`src/rtl/sud_pkg.sv`:
```
`timescale 1ns/1ps
package sud_pkg;

    typedef enum logic [2:0] {
        ST_CAPTURE  = 3'd0,
        ST_MS_WAIT  = 3'd1,
        ST_CLK_WAIT = 3'd2,
        ST_READY    = 3'd3,
        ST_FAULT    = 3'd4
    } sud_state_e;

    typedef enum logic [1:0] {
        CODE_NONE  = 2'b00,
        CODE_SHORT = 2'b01,
        CODE_LONG  = 2'b10,
        CODE_RSVD  = 2'b11
    } sud_code_e;

endpackage

```
`src/rtl/sud_decode.sv`:
```
`timescale 1ns/1ps
module sud_decode
    import sud_pkg::*;
#(
    parameter int MS_SHORT = 4,
    parameter int MS_LONG  = 64,
    parameter int MW       = 7
) (
    input  logic [1:0]    code,
    output logic [MW-1:0] ms_last,
    output logic          ms_needed,
    output logic          code_ok
);

    sud_code_e code_e;

    always_comb begin
        code_e    = sud_code_e'(code);
        ms_last   = '0;
        ms_needed = 1'b0;
        code_ok   = 1'b1;
        unique case (code_e)
            CODE_NONE: begin
                ms_needed = 1'b0;
            end
            CODE_SHORT: begin
                ms_needed = 1'b1;
                ms_last   = MW'(MS_SHORT - 1);
            end
            CODE_LONG: begin
                ms_needed = 1'b1;
                ms_last   = MW'(MS_LONG - 1);
            end
            CODE_RSVD: begin
                code_ok   = 1'b0;
            end
            default: begin
                code_ok   = 1'b0;
            end
        endcase
    end

endmodule

```
`src/rtl/sud_counter.sv`:
```
`timescale 1ns/1ps
module sud_counter #(
    parameter int W = 4
) (
    input  logic         clk,
    input  logic         rst,
    input  logic         run,
    input  logic         step,
    input  logic [W-1:0] last_val,
    output logic         at_last
);

    logic [W-1:0] cnt_q;

    always_ff @(posedge clk or posedge rst) begin
        if (rst) begin
            cnt_q <= '0;
        end else if (!run) begin
            cnt_q <= '0;
        end else if (step) begin
            cnt_q <= cnt_q + 1'b1;
        end
    end

    assign at_last = run && step && (cnt_q == last_val);

endmodule

```
`src/rtl/sud_fsm.sv`:
```
`timescale 1ns/1ps
module sud_fsm
    import sud_pkg::*;
(
    input  logic       clk,
    input  logic       rst_req,
    input  logic       wake_req,
    input  logic [1:0] code_in,
    input  logic       dec_ok,
    input  logic       dec_ms,
    input  logic       ms_done,
    input  logic       clk_done,
    output logic [1:0] lat_code,
    output logic       sample_now,
    output logic       run_ms,
    output logic       run_clk,
    output logic       core_ready,
    output logic       code_err
);

    sud_state_e state_q;
    sud_state_e state_d;

    // state register
    always_ff @(posedge clk or posedge rst_req) begin
        if (rst_req) begin
            state_q <= ST_CAPTURE;
        end else begin
            state_q <= state_d;
        end
    end

    // code latch, loaded only at capture or accepted wake-up
    always_ff @(posedge clk or posedge rst_req) begin
        if (rst_req) begin
            lat_code <= 2'b00;
        end else if (sample_now) begin
            lat_code <= code_in;
        end
    end

    assign sample_now = (state_q == ST_CAPTURE) ||
                        ((state_q == ST_READY) && wake_req);

    // next state
    always_comb begin
        state_d = state_q;
        unique case (state_q)
            ST_CAPTURE: begin
                if (!dec_ok) begin
                    state_d = ST_FAULT;
                end else if (dec_ms) begin
                    state_d = ST_MS_WAIT;
                end else begin
                    state_d = ST_CLK_WAIT;
                end
            end
            ST_MS_WAIT: begin
                if (ms_done) begin
                    state_d = ST_CLK_WAIT;
                end
            end
            ST_CLK_WAIT: begin
                if (clk_done) begin
                    state_d = ST_READY;
                end
            end
            ST_READY: begin
                if (wake_req) begin
                    state_d = dec_ok ? ST_CLK_WAIT : ST_FAULT;
                end
            end
            ST_FAULT: begin
                state_d = ST_FAULT;
            end
            default: begin
                state_d = ST_CAPTURE;
            end
        endcase
    end

    // outputs
    always_comb begin
        run_ms     = (state_q == ST_MS_WAIT);
        run_clk    = (state_q == ST_CLK_WAIT);
        core_ready = (state_q == ST_READY) && !rst_req;
        code_err   = (state_q == ST_FAULT) && !rst_req;
    end

endmodule

```
`src/rtl/startup_seq.sv`:
```
`timescale 1ns/1ps
module startup_seq
    import sud_pkg::*;
#(
    parameter int CLK_CYCLES = 6,
    parameter int MS_SHORT   = 4,
    parameter int MS_LONG    = 64
) (
    input  logic       clk,
    input  logic       rst_req,
    input  logic       wake_req,
    input  logic       ms_tick,
    input  logic [1:0] dly_code,
    output logic       core_ready,
    output logic       code_err
);

    localparam int CW = $clog2(CLK_CYCLES + 1);
    localparam int MW = $clog2(MS_LONG + 1);

    logic [1:0]    lat_code;
    logic [1:0]    dec_code;
    logic          sample_now;
    logic [MW-1:0] ms_last;
    logic          dec_ms;
    logic          dec_ok;
    logic          run_ms;
    logic          run_clk;
    logic          ms_done;
    logic          clk_done;

    assign dec_code = sample_now ? dly_code : lat_code;

    sud_decode #(
        .MS_SHORT (MS_SHORT),
        .MS_LONG  (MS_LONG),
        .MW       (MW)
    ) u_dec (
        .code      (dec_code),
        .ms_last   (ms_last),
        .ms_needed (dec_ms),
        .code_ok   (dec_ok)
    );

    sud_counter #(.W(MW)) u_ms_cnt (
        .clk      (clk),
        .rst      (rst_req),
        .run      (run_ms),
        .step     (ms_tick),
        .last_val (ms_last),
        .at_last  (ms_done)
    );

    sud_counter #(.W(CW)) u_clk_cnt (
        .clk      (clk),
        .rst      (rst_req),
        .run      (run_clk),
        .step     (1'b1),
        .last_val (CW'(CLK_CYCLES - 1)),
        .at_last  (clk_done)
    );

    sud_fsm u_fsm (
        .clk        (clk),
        .rst_req    (rst_req),
        .wake_req   (wake_req),
        .code_in    (dly_code),
        .dec_ok     (dec_ok),
        .dec_ms     (dec_ms),
        .ms_done    (ms_done),
        .clk_done   (clk_done),
        .lat_code   (lat_code),
        .sample_now (sample_now),
        .run_ms     (run_ms),
        .run_clk    (run_clk),
        .core_ready (core_ready),
        .code_err   (code_err)
    );

endmodule

```
`config.mk`:
```
export PLATFORM = sky130hd
export DESIGN_NAME = startup_seq
export DESIGN_NICKNAME = d
export VERILOG_FILES = /design/src/rtl/sud_pkg.sv /design/src/rtl/sud_decode.sv /design/src/rtl/sud_counter.sv /design/src/rtl/sud_fsm.sv /design/src/rtl/startup_seq.sv
export SDC_FILE = /design/constraint.sdc
export NUM_CORES = 1
export LEC_CHECK = 0
export BUFFER_PORTS_ARGS = -buffer_cell sky130_fd_sc_hd__buf_4
export CAP_MARGIN = 10
export CORE_MARGIN = 2
export CORE_UTILIZATION = 47
export CTS_CLUSTER_DIAMETER = 150
export DETAILED_ROUTE_END_ITERATION = 8
export PLACE_DENSITY_LB_ADDON = 0.25
export SKIP_LAST_GASP = 1
export SLEW_MARGIN = 30
export SYNTH_ARGS = -nofsm -noshare
export SYNTH_HDL_FRONTEND = slang
export SYNTH_HIERARCHICAL = 1
export SYNTH_SLANG_ARGS = --single-unit
```
`constraint.sdc`:
```
create_clock -name clk -period 2.9 [get_ports clk]
set_input_delay 0.725 -clock clk [delete_from_list [all_inputs] [get_ports clk]]
set_output_delay 0.725 -clock clk [all_outputs]
set_load 0.02 [all_outputs]
```
==> flow_summary.ini, run 1 <==
[critical_path]
required_ps = 3060
critPathLaunch = u_fsm/state_q[1]
reg2reg_to = u_fsm/state_q[0]
cpPeakStageDelay_ps = 440
cp-end-kind = flip-flop
r2r_slack_ps = 260
worstPathArrival_ps = 2800
r2r_cells = 12
cp.depth = 12
start_kind = flip-flop
crit_end = u_fsm/state_q[0]
cp_slowest_cell = dfrtp_1
cpLargestDelayFamily = simple AND/OR/NAND/NOR gates
timing.rr.start = u_fsm/state_q[1]
crit_buf_inv = 2
path_cells = or2_4 > a21oi_4 > mux2_2 > inv_1 > ha_1 > inv_1 > xnor2_1 > nand3_1 > nor4_2 > a21oi_1 > a21oi_1 > o32ai_1
crit_type = flip-flop to flip-flop
critical_path.max_fanout = 6

[worst_hold_path]
hp-class = input port to asynchronous set/reset pin

[clock_network]
clkTransAtPathRegs_ps = 90
cts_htree_levels = 1
cts_setup_buffers = 0
cts-root-buf = clkbuf_4
cts.path.max_buffers = 2
numCtsBuffers = 3
cts_tree = built
cts_sinks = 15
insertion_delay_ps = 280

[detailed_routing]
wirelength_mm = 1.806
final_antenna_net_count = 0
vias = 758
vias_per_cell = 4.954
drc = 0
wire_per_inst_um = 11.80
drtIter0Drc = 12
drt_first_pass_iters = 4

[placement]
dp_slack_ps = -83.78
port_buffers = 7
place_congestion = 0.7266
hpwlAfterDp_mm = 1.437
placed_cell_area_um2 = 1142

[grt]
antenna_found_initial = 0
grt.overflow.total = 0
grt_pass1_vias = 753
grt_max_degree = 12
grt_usage_pct = 16.24
grt_pass1_wl_mm = 3.243

[sta]
fin_ws_ps = 257.3
period_minus_slack_ps = 2643
finalCritPeriodShare_pct = 91.13
setup_violations = 0
rsz0062_at_grt = false
finalClockSkew_ps = 4.223
hold_viol_final = 0
slew_viol_final = 0
fmax_ghz = 0.3784

[finish]
drive_gt1_share_pct = 19.20
diodes = 0
nNetsFinal = 136
final_area_um2 = 1176
n_fill_cell = 196
final_common_cell = dfrtp_1
syn_to_final_growth_pct = 9.813
final_cell_mix = dfrtp_1, buf_4, conb_1, inv_1, xnor2_1

[synthesis]
synth_edf_count = 0
synth_warnings = 6
seq_area_frac_synth_pct = 35.05
synth_area_leader_cell = dfrtp_1
synthTopCellsByArea = dfrtp_1, xnor2_1, xor2_1
ys_async_sr_fraction_pct = 100.0
synth.distinct_cells = 37
synth_top_area_share_pct = 35.05
ys_seq_elements = 15
netlist_area_um2 = 1071
syn_inst = 113
dominantRegCellSynth = dfrtp_1
syn_avg_cell_area_um2 = 9.478

[die]
ios = 8
die_h_um = 51.74
dieWidth_um = 51.74
initial_utilization_pct = 48.89
die-area_um2 = 2677
rows = 17
core_area_um2 = 2191

[power]
pwr-share-clk_pct = 12.9
pwr-share-seq_pct = 33.3
p_sw_w = 0.0003548
p_leak_nw = 0.5548
p_sw_share_pct = 38.91
p_int_w = 0.0005571
p_total_w = 0.0009120
power_density_nw_per_um2 = 775.4
ir_drop_v = 0.0004758
combPwrFrac_pct = 53.8

[outcome]
status = complete, no violations

[flow_run]
maxCapViolCount = 0
cell usage after synthesis, types with 3 or more instances:
| cell type | count |
|---|---|
| buf_4 | 8 |
| a21oi_1 | 3 |
| nand2b_1 | 3 |
| nor2b_1 | 3 |
| nand3_1 | 3 |
| and2_1 | 5 |
| conb_1 | 3 |
| nand4_1 | 3 |
| ha_1 | 4 |
| inv_1 | 8 |
| nand2_1 | 7 |
| dfrtp_1 | 15 |
| xor2_1 | 7 |
| xnor2_1 | 8 |
| mux2_2 | 4 |
flip-flops by register name, indices dropped and copies added, names as in the netlist:
name / count
u_ms_cnt/cnt_q: 7
u_clk_cnt/cnt_q: 3
u_fsm/state_q: 3
u_fsm/lat_code: 2
worst min path at each step:
stage                      startpoint            endpoint  slack [ps]  cells past startpoint
global placement    u_fsm/lat_code[0]   u_fsm/lat_code[0]         500                      1
CTS                           rst_req  u_clk_cnt/cnt_q[2]         330                      2
floorplan                     rst_req  u_clk_cnt/cnt_q[0]         480                      1
global route                  rst_req  u_clk_cnt/cnt_q[2]         330                      2
detailed placement  u_fsm/lat_code[0]   u_fsm/lat_code[0]         500                      1
finish                        rst_req  u_clk_cnt/cnt_q[2]         340                      2
logic make-up after synthesis:
group	share of synthesized area [%]
xor gates and xnor gates	12.27
buffers and inverters	9.930
other	1.051
DFF	35.05
AOI/OAI and AO/OA	11.10
muxes	6.075
and+or+nand+nor	19.86
adders and majority gates	4.673
power groups by stage:
| stage | clock, W | combinational [W] | sequential [W] |
|---|---|---|---|
| finish | 0.000118 | 0.000491 | 0.000304 |
| global route | 0.000140 | 0.000556 | 0.000313 |
| CTS | 0.000127 | 0.000488 | 0.000306 |
| detailed placement | 0 | 0.000486 | 0.000309 |
| global placement | 0 | 0.000478 | 0.000309 |
| floorplan | 0 | 0.000485 | 0.000289 |
layout make-up:
| class | instances | area [um^2] | area share (%) |
|---|---|---|---|
| clock buffers | 3 | 22.52 | 1.915 |
| clock inverters | 1 | 5.005 | 0.4255 |
| inverters | 8 | 30.03 | 2.553 |
| multi-input cells | 86 | 618.1 | 52.55 |
| flip-flops and latches | 15 | 375.4 | 31.91 |
| well taps | 28 | 35.03 | 2.979 |
| repair buffers | 12 | 90.09 | 7.660 |
stage by stage:
step	hold WS (ps)	util (%)	setup TNS (ps)	instances
floorplan	476.6	-	0	119
global placement	496.4	52.14	-75.79	149
detailed placement	496.1	52.14	-162.4	149
CTS	329.1	53.40	0	153
global route	327.7	53.68	0	153
finish	342.8	53.68	0	153
metal layers:
metal	vias up	part of all wire [%]	global-route usage [%]
met3	0	2.3	3.448
met4	0	0	4.386
met1	358	50	21.92
li1	391	-	-
met2	9	48	26.28
met5	-	0	0
repair_timing:
| item | 4_1_cts | 5_1_grt |
|---|---|---|
| gates resized for setup | 0 | 1 |
| endpoints found under the setup margin | 0 | 2 |
| hold buffers | 0 | 0 |
Power figures use the tool's default switching activity.
==> inputs of run 2 (changes only) <==
ABC_AREA = 1   (was unset)
==> run 2 against run 1 <==
- non-clock buffer count down 5
- sequential power grew 1%
- global-route usage rose by 1.7 points
- utilization is 0.83 points lower
- setup slack better by 260 ps
- sequential cell count did not move
- power increased by 21%
- synthesized area increased by 12%
- critical path type unchanged
- largest power group unchanged
==> flow_summary.ini, run 2 <==
[outcome]
status = complete, no violations

[power]
p_leak_nw = 0.7621
pwr-share-seq_pct = 27.9
p_int_w = 0.0005445
p_sw_share_pct = 50.63
ir_drop_v = 0.0005947
power_density_nw_per_um2 = 850.0
combPwrFrac_pct = 61.0
p_total_w = 0.001103
p_sw_w = 0.0005583
pwr-share-clk_pct = 11.1

[die]
ios = 8
die-area_um2 = 2964
core_area_um2 = 2455
die_h_um = 54.45
initial_utilization_pct = 48.73
dieWidth_um = 54.45
rows = 18

[synthesis]
synthMuxAreaShare_pct = 0
netlist_area_um2 = 1196
synth_compound_area_share_pct = 7.950
synth-simple-area-share_pct = 37.34
yosysMostFrequentCell = nand2_1
synth_warnings = 6
synth_fa_ha_area_share_pct = 4.184
ys_seq_elements = 15
synth_area_leader_cell = dfrtp_1
dominantRegCellSynth = dfrtp_1
syn_avg_cell_area_um2 = 6.103
synth_edf_count = 0
seq_area_frac_synth_pct = 31.38
synthTopCellsByArea = dfrtp_1, nand2_1, inv_1
synth_top_family_by_area = simple AND/OR/NAND/NOR gates
synth_xor_area_share_pct = 0
synth.distinct_cells = 18
ys_async_sr_fraction_pct = 100.0
syn_inst = 196
ys_top_cells_by_count = nand2_1, inv_1, nor2_1, dfrtp_1, nand3_1
synth_top_area_share_pct = 31.38

[clock_network]
cts_tree = built
numCtsBuffers = 3
insertion_delay_ps = 280
cts_htree_levels = 1
hold_buffers = 0
cts.path.max_buffers = 2
cts_resized = 0
clkTransAtPathRegs_ps = 90
cts_sinks = 15
cts_setup_buffers = 0
cts-root-buf = clkbuf_4

[grt]
grt.overflow.total = 0
grt_usage_pct = 17.98
grt_pass1_wl_mm = 3.843
grt_max_degree = 9
grt_pass1_vias = 971
antenna_found_initial = 0

[sta]
finalCritPeriodShare_pct = 82.02
setup_violations = 0
fmax_ghz = 0.4204
hold_viol_final = 0
rsz0062_at_grt = false
finalClockSkew_ps = 0.8932
period_minus_slack_ps = 2379
finalSetupTns_ps = 0
slew_viol_final = 0

[placement]
port_buffers = 7
place_congestion = 0.8782
place_inst = 235
hpwlAfterDp_mm = 1.863

[critical_path]
cp-end-kind = flip-flop
start_kind = flip-flop
worstPathArrival_ps = 2560
cp_common_cell = nand2_1
cpLargestDelayFamily = simple AND/OR/NAND/NOR gates
path_cells = nor2_1 > nand2_1 > o21ai_4 > nand2_1 > nand2_1 > inv_1 > ha_1 > inv_1 > inv_1 > nand2_1 > nand2_1 > nor2_1 > nand2_1 > nor2_2 > inv_1 > nand2_1 > nand3_1 > nand2_1 > nand2_1
cp_slowest_cell = dfrtp_1
cpPeakStageDelay_ps = 460
crit_type = flip-flop to flip-flop
required_ps = 3080
crit_buf_inv = 4
critical_path.max_fanout = 7

[detailed_routing]
wirelength_mm = 2.302
final_antenna_net_count = 0
drt_first_pass_iters = 4
wire_per_inst_um = 9.632
drc = 0
vias = 1094
vias_per_cell = 4.577
drtIter0Drc = 33

[flow_run]
maxCapViolCount = 0

[finish]
largest_reg_flops = 7
regMostFlops = u_ms_cnt/cnt_q
nNetsFinal = 220
instances_no_fill = 239
drive_gt1_share_pct = 11.48
syn_to_final_growth_pct = 8.472
reg_top3 = u_ms_cnt/cnt_q x7, u_clk_cnt/cnt_q x3, u_fsm/state_q x3
final_common_cell = nand2_1
final_cell_mix = nand2_1, inv_1, nor2_1, dfrtp_1, conb_1
diodes = 0

[worst_hold_path]
hp-class = input port to asynchronous set/reset pin
## run 2: cell types whose count changed after synthesis, moves of 4 or more
cell     previous run  this run
and2_1              5         0
mux2_2              4         0
nand2_1             7        63
nor2_1              2        20
o21ai_0             2         8
nand2_2             0         5
nor2_2              0         4
nand3_1             3        10
inv_1               8        44
xnor2_1             8         0
xor2_1              7         0
## run 2: logic make-up after synthesis
logic type      after synthesis
flops                        15
other cells                   3
buf+inv                      52
compound gates               16
simple gates                106
fa+ha+maj                     4
## run 2: worst paths after layout
check                                  start  slack [ps]                 end  cells after the start
min in group clk           u_fsm/lat_code[1]         550   u_fsm/lat_code[1]                      2
max in group asynchronous            rst_req        2280   u_ms_cnt/cnt_q[2]                      2
hold / removal                       rst_req         340  u_clk_cnt/cnt_q[1]                      2
setup / recovery            u_fsm/state_q[0]         520    u_fsm/state_q[0]                     19
hold reg to reg            u_fsm/lat_code[1]         550   u_fsm/lat_code[1]                      2
setup reg to reg            u_fsm/state_q[0]         520    u_fsm/state_q[0]                     19
## run 2: metal layers
metal  vias up  wire length, um  GRT usage [%]
met3         2               68          2.732
met2        18             1120          30.32
met5         -                0              0
met1       490             1097          22.33
met4         0               15          8.333
li1        584                -              -
## run 2: through the flow
stage	hold WS [ps]	utilization [%]	setup slack, ps	area [um^2]
floorplan	478.6	-	547.1	1226
global placement	524.8	51.78	377.4	1271
detailed placement	534.7	51.78	337.4	1271
CTS	333.4	52.85	537.7	1297
global route	334.4	52.85	248.6	1297
finish	339.8	52.85	521.4	1297
## run 2: power by group through the flow
stage	clock (W)	sequential (W)	combinational (W)
final	0.000122	0.000308	0.000673
after global routing	0.000138	0.000317	0.000798
after CTS	0.000129	0.000308	0.000674
after detailed placement	0	0.000312	0.000669
after global placement	0	0.000308	0.000661
after floorplan	0	0.000298	0.000658
## run 2: cell type report
class,count,area (um^2)
fill,256,1157
multi-input combinational,137,633.1
inverter,46,172.7
tap,30,37.54
sequential,15,375.4
clock buffer,4,26.28
timing repair buffer,7,52.55
